[src/rtl/row_scan.sv]
module row_scan #(
  parameter int ROWS = 240
) (
  input  logic              clk,
  input  logic              rst_n,
  input  logic              lp,
  input  logic              lr,
  input  logic              disp_off_n,
  input  logic              fr,
  input  logic              eio1_in,
  input  logic              eio2_in,
  output logic              eio1_out,
  output logic              eio1_oe,
  output logic              eio2_out,
  output logic              eio2_oe,
  output logic [2*ROWS-1:0] row_lvl
);

  localparam logic [1:0] LVL_VSS = 2'b00;
  localparam logic [1:0] LVL_V43 = 2'b01;
  localparam logic [1:0] LVL_V12 = 2'b10;
  localparam logic [1:0] LVL_V0  = 2'b11;

  logic [ROWS-1:0] scan;
  logic            lp_q;
  logic            lp_fall;

  always_ff @(posedge clk or negedge rst_n)
    if (!rst_n) lp_q <= 1'b0;
    else        lp_q <= lp;

  assign lp_fall = lp_q & ~lp;

  always_ff @(posedge clk or negedge rst_n)
    if (!rst_n)          scan <= '0;
    else if (!disp_off_n) scan <= '0;
    else if (lp_fall)
      scan <= lr ? {scan[ROWS-2:0], eio1_in} : {eio2_in, scan[ROWS-1:1]};

  assign eio1_oe  = ~lr;
  assign eio2_oe  = lr;
  assign eio1_out = ~lr & scan[0];
  assign eio2_out = lr & scan[ROWS-1];

  for (genvar k = 0; k < ROWS; k++) begin : g_row
    assign row_lvl[2*k +: 2] = !disp_off_n ? LVL_VSS :
                               scan[k] ? (fr ? LVL_V0  : LVL_VSS) :
                                         (fr ? LVL_V43 : LVL_V12);
  end


  fwd_shift_chk: assert property (@(posedge clk) disable iff (!rst_n)
    (disp_off_n && lp_fall && lr) |=>
      (scan[0] == $past(eio1_in)) && (scan[ROWS-1:1] == $past(scan[ROWS-2:0])));


  rev_shift_chk: assert property (@(posedge clk) disable iff (!rst_n)
    (disp_off_n && lp_fall && !lr) |=>
      (scan[ROWS-1] == $past(eio2_in)) && (scan[ROWS-2:0] == $past(scan[ROWS-1:1])));


  dispoff_clear_chk: assert property (@(posedge clk) disable iff (!rst_n)
    !disp_off_n |=> (scan == '0));


  dispoff_lvl_chk: assert property (@(posedge clk) disable iff (!rst_n)
    !disp_off_n |-> (row_lvl == '0));


  hold_chk: assert property (@(posedge clk) disable iff (!rst_n)
    (disp_off_n && !(lp_q && !lp)) |=> $stable(scan));


  cascade_chk: assert property (@(posedge clk) disable iff (!rst_n)
    lr |-> (eio2_oe && !eio1_oe && !eio1_out));

endmodule

[config.mk]
export PLATFORM = sky130hd
export DESIGN_NAME = row_scan
export DESIGN_NICKNAME = d
export VERILOG_FILES = /design/src/rtl/row_scan.sv
export SDC_FILE = /design/constraint.sdc
export NUM_CORES = 1
export LEC_CHECK = 0
export BUFFER_PORTS_ARGS = -buffer_cell sky130_fd_sc_hd__buf_2
export CAP_MARGIN = 20
export CORE_MARGIN = 5
export CORE_UTILIZATION = 30
export CTS_BUF_LIST = sky130_fd_sc_hd__clkbuf_4
export DETAILED_ROUTE_END_ITERATION = 8
export PLACE_DENSITY = 0.47
export SLEW_MARGIN = 20
export SYNTH_ARGS = -nofsm -noshare
export SYNTH_HDL_FRONTEND = slang
export SYNTH_SLANG_ARGS = --single-unit
[constraint.sdc]
create_clock -name clk -period 7.6 [get_ports clk]
set_input_delay 0.76 -clock clk [delete_from_list [all_inputs] [get_ports clk]]
set_output_delay 0.76 -clock clk [all_outputs]
set_load 0.005 [all_outputs]
# --- Word level (Yosys, flattened, before mapping) ---
# Index checks and enable logic that the tools add are counted.
totals:
  rom_bits: 0
  mem_bits_rw: 0
  latch_bits: 0
  wordCells: 493
  inputBits: 8
  reg_bits: 241
  n_memories: 0
op_classes:
  multipliers: 0
  n_bitwise: 5
  muxes: 485
  magnitude_cmp: 0
  eq_ne: 1
  n_addsub: 0
  n_reduce_logical: 0
  shifts: 0
  div_mod_pow: 0
ops:
  columns: ["cell", "count"]
  rows:
  - ["$mux W2", 482]
  - ["$mux W240", 3]
  - ["$and A1 B1 Y1", 3]
  - ["$ne A2 B1 Y1 const B", 1]
  - ["$not A1 Y1", 2]

# --- Logic depth before layout (Yosys ltp) ---
depth:
  ltp_word: 4
  ltp_mapped: 5
  ltp_nobuf: 3

# --- Worst setup path before layout ---
# OpenSTA, ideal clock, no wires.
synth_timing:
  path_type: "input -> output"
  start: "input disp_off_n"
  end: "output row_lvl[100]"
  arrival_ns: 5.979
  path_slack_ns: 0.861
  stages: 5
  path_cell_list: "buf_2 -> clkbuf_1 -> clkbuf_1 -> and2_1 -> buf_4"
synth_between:
  elab_chain_len: 1
synth_lines:
  columns: ["item", "line_no", "source"]
  rows:
  - ["start, declared", "8", "input logic disp_off_n,"]
  - ["$mux W2", "46", "assign row_lvl[2*k +: 2] = !disp_off_n ? LVL_VSS :"]
  - ["end, declared", "16", "output logic [2*ROWS-1:0] row_lvl"]
# No other way between the ends.

# --- Worst setup path in the final report ---
layout_timing:
  start: "input fr"
  end: "output row_lvl[402]"
layout_between:
  elab_chain_len: 3
layout_lines:
  columns: ["item", "line_no", "source"]
  rows:
  - ["start, declared", "9", "input logic fr,"]
  - ["$mux W2, on equally long branches", "48, 47", null]
  - ["$mux W2 *", "47", "scan[k] ? (fr ? LVL_V0 : LVL_VSS) :"]
  - ["$mux W2 *", "46", null]
# Mark *: on every way between the ends. The rest lies on a longest branch, timed or not.

==> metrics <==
status finished, final reports clean; number of ports placed on the die boundary slightly below 500; All-Layer GR Usage 13.26%; wire length of the first global-routing pass 66.99 mm; filler instances around 5.7k; remaining antenna violation count after routing 0; post-DR wirelength/cell 16.27 um; mean number of vias per cell approximately 4.5; leading cell type in the layout, fill and taps excluded sky130_fd_sc_hd__buf_2; router iterations before antenna repair 5; data arrival time of the worst path just under 3000 ps; cell internal power dissipation about 0.0022 W; DIE AREA a little over 60000 um2; Final Slew Violations 0; Fmax achieved ~270 MHz; initial antenna violation count 2; Pwr Total 0.003023 W; port bufs 491; Clk network pwr share between 40% and 50%; clock tree from TritonCTS yes; core area 55090 um2; category of the most critical setup path in2out; share of synthesized area occupied by flip-flops and latches a little over a third; maximum number of pins on one net before global-route repair roughly 200; number of flip-flops and latches in the synthesized netlist 241; synth warn 0; Total Wirelength 42.03 mm; leakage power of the design about 8.8 nW; multi-input combinational cell area 8165 um2; vias in the first global route around 12k; worst rel slew slack roughly a third; Peak supply drop around 0.07 mV; setup repair after global routing missed its margin no; share of power burned in registers between 40% and 50%; Post-Syn Area per Cell ~11 um2; Final min period about 3700 ps; standard-cell row count 86; required time of the critical path 6840 ps; worst-case register-to-register setup slack 5330 ps; cts bufs inserted 74; Via Count ~12k; actual slew at the worst max-slew pin between 1000 and 1500 ps; worst setup skew after layout 41.45 ps; most frequent cells in the layout 487 x sky130_fd_sc_hd__buf_2, 241 x sky130_fd_sc_hd__and2_1, 241 x sky130_fd_sc_hd__dfrtp_1; number of levels the H-tree was split into 3; crit end category output port; Detailed Route Iter0 Violations 490; unique cell type count in the Yosys netlist 13; clock sink count 241; synthesized instance count between 1.5k and 2k; relative contribution of combinational cells to total power between 15 and 20%; kind of path behind the tightest hold check in2reg; final layout net count approximately 1.8k; startpoint kind of the worst setup timing path primary input; Max Cap Viol 0; total negative setup slack 0 ps; Hold Violations, Final 0; Post-CTS Setup Inserts 0; switching share of total power ~28%; Die Wd about 250 um; initial standard-cell utilization of the core a little under a third; clock latency reported for the late side of the worst-skew pair between 700 and 800 ps; Period Utilization, post-route approximately half; detailed-placement wirelength estimate around 27 mm; DIE HEIGHT ~250 um; Synth Cell Area ~17000 um2; clock transition at the registers of the reported paths approximately 70 ps; Final setup viols 0; switching pwr around 0.00085 W; largest fanout on the critical path between 150 and 200; maximum buffer depth of the clock tree 3; Post-Synthesis Net Count approximately 1.6k; root buffer cell sky130_fd_sc_hd__clkbuf_4; Synth-to-Final Area Change 12.14%; Final GP Congestion around 0.72; areal power density over the cells 161.5 nW/um2; layout cell share with drive strength beyond 1 33.66%; DRC 0; Sequential cell area ~6000 um2; residual overflow from global routing 0
[through the flow]
stage | std cells | hold slack, ps | area [um2] | worst slack (ps) | utilization (%)
6_report | 2584 | 173.5 | 18720 | 3880 | 33.97
3_5_place_dp | 2459 | 541.8 | 17770 | 3820 | 32.26
5_1_grt | 2584 | 45.76 | 18720 | 3542 | 33.97
2_1_floorplan | 1581 | 464.4 | 16690 | 860.7 | -
4_1_cts | 2580 | 44.88 | 18690 | 3814 | 33.92
3_3_place_gp | 2459 | 533.9 | 17770 | 3951 | 32.26
[flip-flops by register name, summed over array words and instances, names as in the netlist]
register,cells
scan,240
lp_q,1
[synth_stat cells]
master / count / area share (%)
sky130_fd_sc_hd__buf_4: 265 / 12
sky130_fd_sc_hd__and2_1: 242 / 9.1
sky130_fd_sc_hd__dfrtp_1: 241 / 36
sky130_fd_sc_hd__mux2i_1: 240 / 14
sky130_fd_sc_hd__o2bb2ai_1: 240 / 13
sky130_fd_sc_hd__xnor2_1: 240 / 13
sky130_fd_sc_hd__buf_2: 74 / 2.2
sky130_fd_sc_hd__clkbuf_1: 30 / 0.67
sky130_fd_sc_hd__clkbuf_4: 4 / 0.18
sky130_fd_sc_hd__inv_1: 2 / 0.045
sky130_fd_sc_hd__a21boi_4: 1 / 0.11
sky130_fd_sc_hd__nand3_1: 1 / 0.030
sky130_fd_sc_hd__nor2b_1: 1 / 0.038
[power by group through the flow]
stage                     combinational [W]  clock [W]  sequential (W)
after floorplan                    0.000397          0         0.00131
final                              0.000465    0.00127         0.00128
after global placement             0.000477          0         0.00131
after detailed placement           0.000477          0         0.00131
after CTS                          0.000479    0.00135         0.00128
after global routing               0.000516    0.00142         0.00128
[repair_timing]
| item | CTS | global route |
|---|---|---|
| setup endpoints to repair | 0 | 0 |
| resized for setup | 0 | 0 |
| endpoints found under the hold margin | 33 | 0 |
| hold buffers | 1 | 0 |
[final cells by class]
class | count | area share (%)
Antenna cell | 3 | 0.04011
Clock buffer | 105 | 4.212
Clock inverter | 15 | 0.6083
Inverter | 2 | 0.04011
Multi-Input combinational cell | 965 | 43.63
Sequential cell | 241 | 32.22
Tap cell | 748 | 5.000
Timing Repair Buffer | 505 | 14.25
[routing by layer]
| layer | vias to the layer above | track usage, % | wire length, um |
|---|---|---|---|
| met3 | 58 | 4.022 | 2382 |
| li1 | 5643 | - | - |
| met4 | 0 | 3.495 | 613 |
| met2 | 262 | 20.47 | 19410 |
| met1 | 5675 | 18.15 | 19620 |
| met5 | - | 0 | 0 |
[cell families after synthesis]
kind of cell	count (synthesis)	synth area share, %
AO/OA/AOI/OAI	241	12.71
AND/OR/NAND/NOR	244	9.138
multiplexers	240	14.39
XOR/XNOR	240	12.59
flip-flops	241	36.13
buffers and inverters	375	15.04
[path summary, 6_finish.rpt]
path,to,startpoint,cells past startpoint
worst max-delay path,row_lvl[402],fr,4
worst min-delay path,lp_q,lp,1
worst max register to register,scan[19],lp_q,4
worst min register to register,scan[135],scan[135],1
max in group asynchronous,scan[118],rst_n,3
min in group asynchronous,scan[93],rst_n,2
[worst max-delay path, cell delays in order]
cell                     delay, ps
sky130_fd_sc_hd__buf_8         410
sky130_fd_sc_hd__and2_4        620
sky130_fd_sc_hd__buf_4         780
sky130_fd_sc_hd__buf_2         250
(Power assumes the default switching activity.)
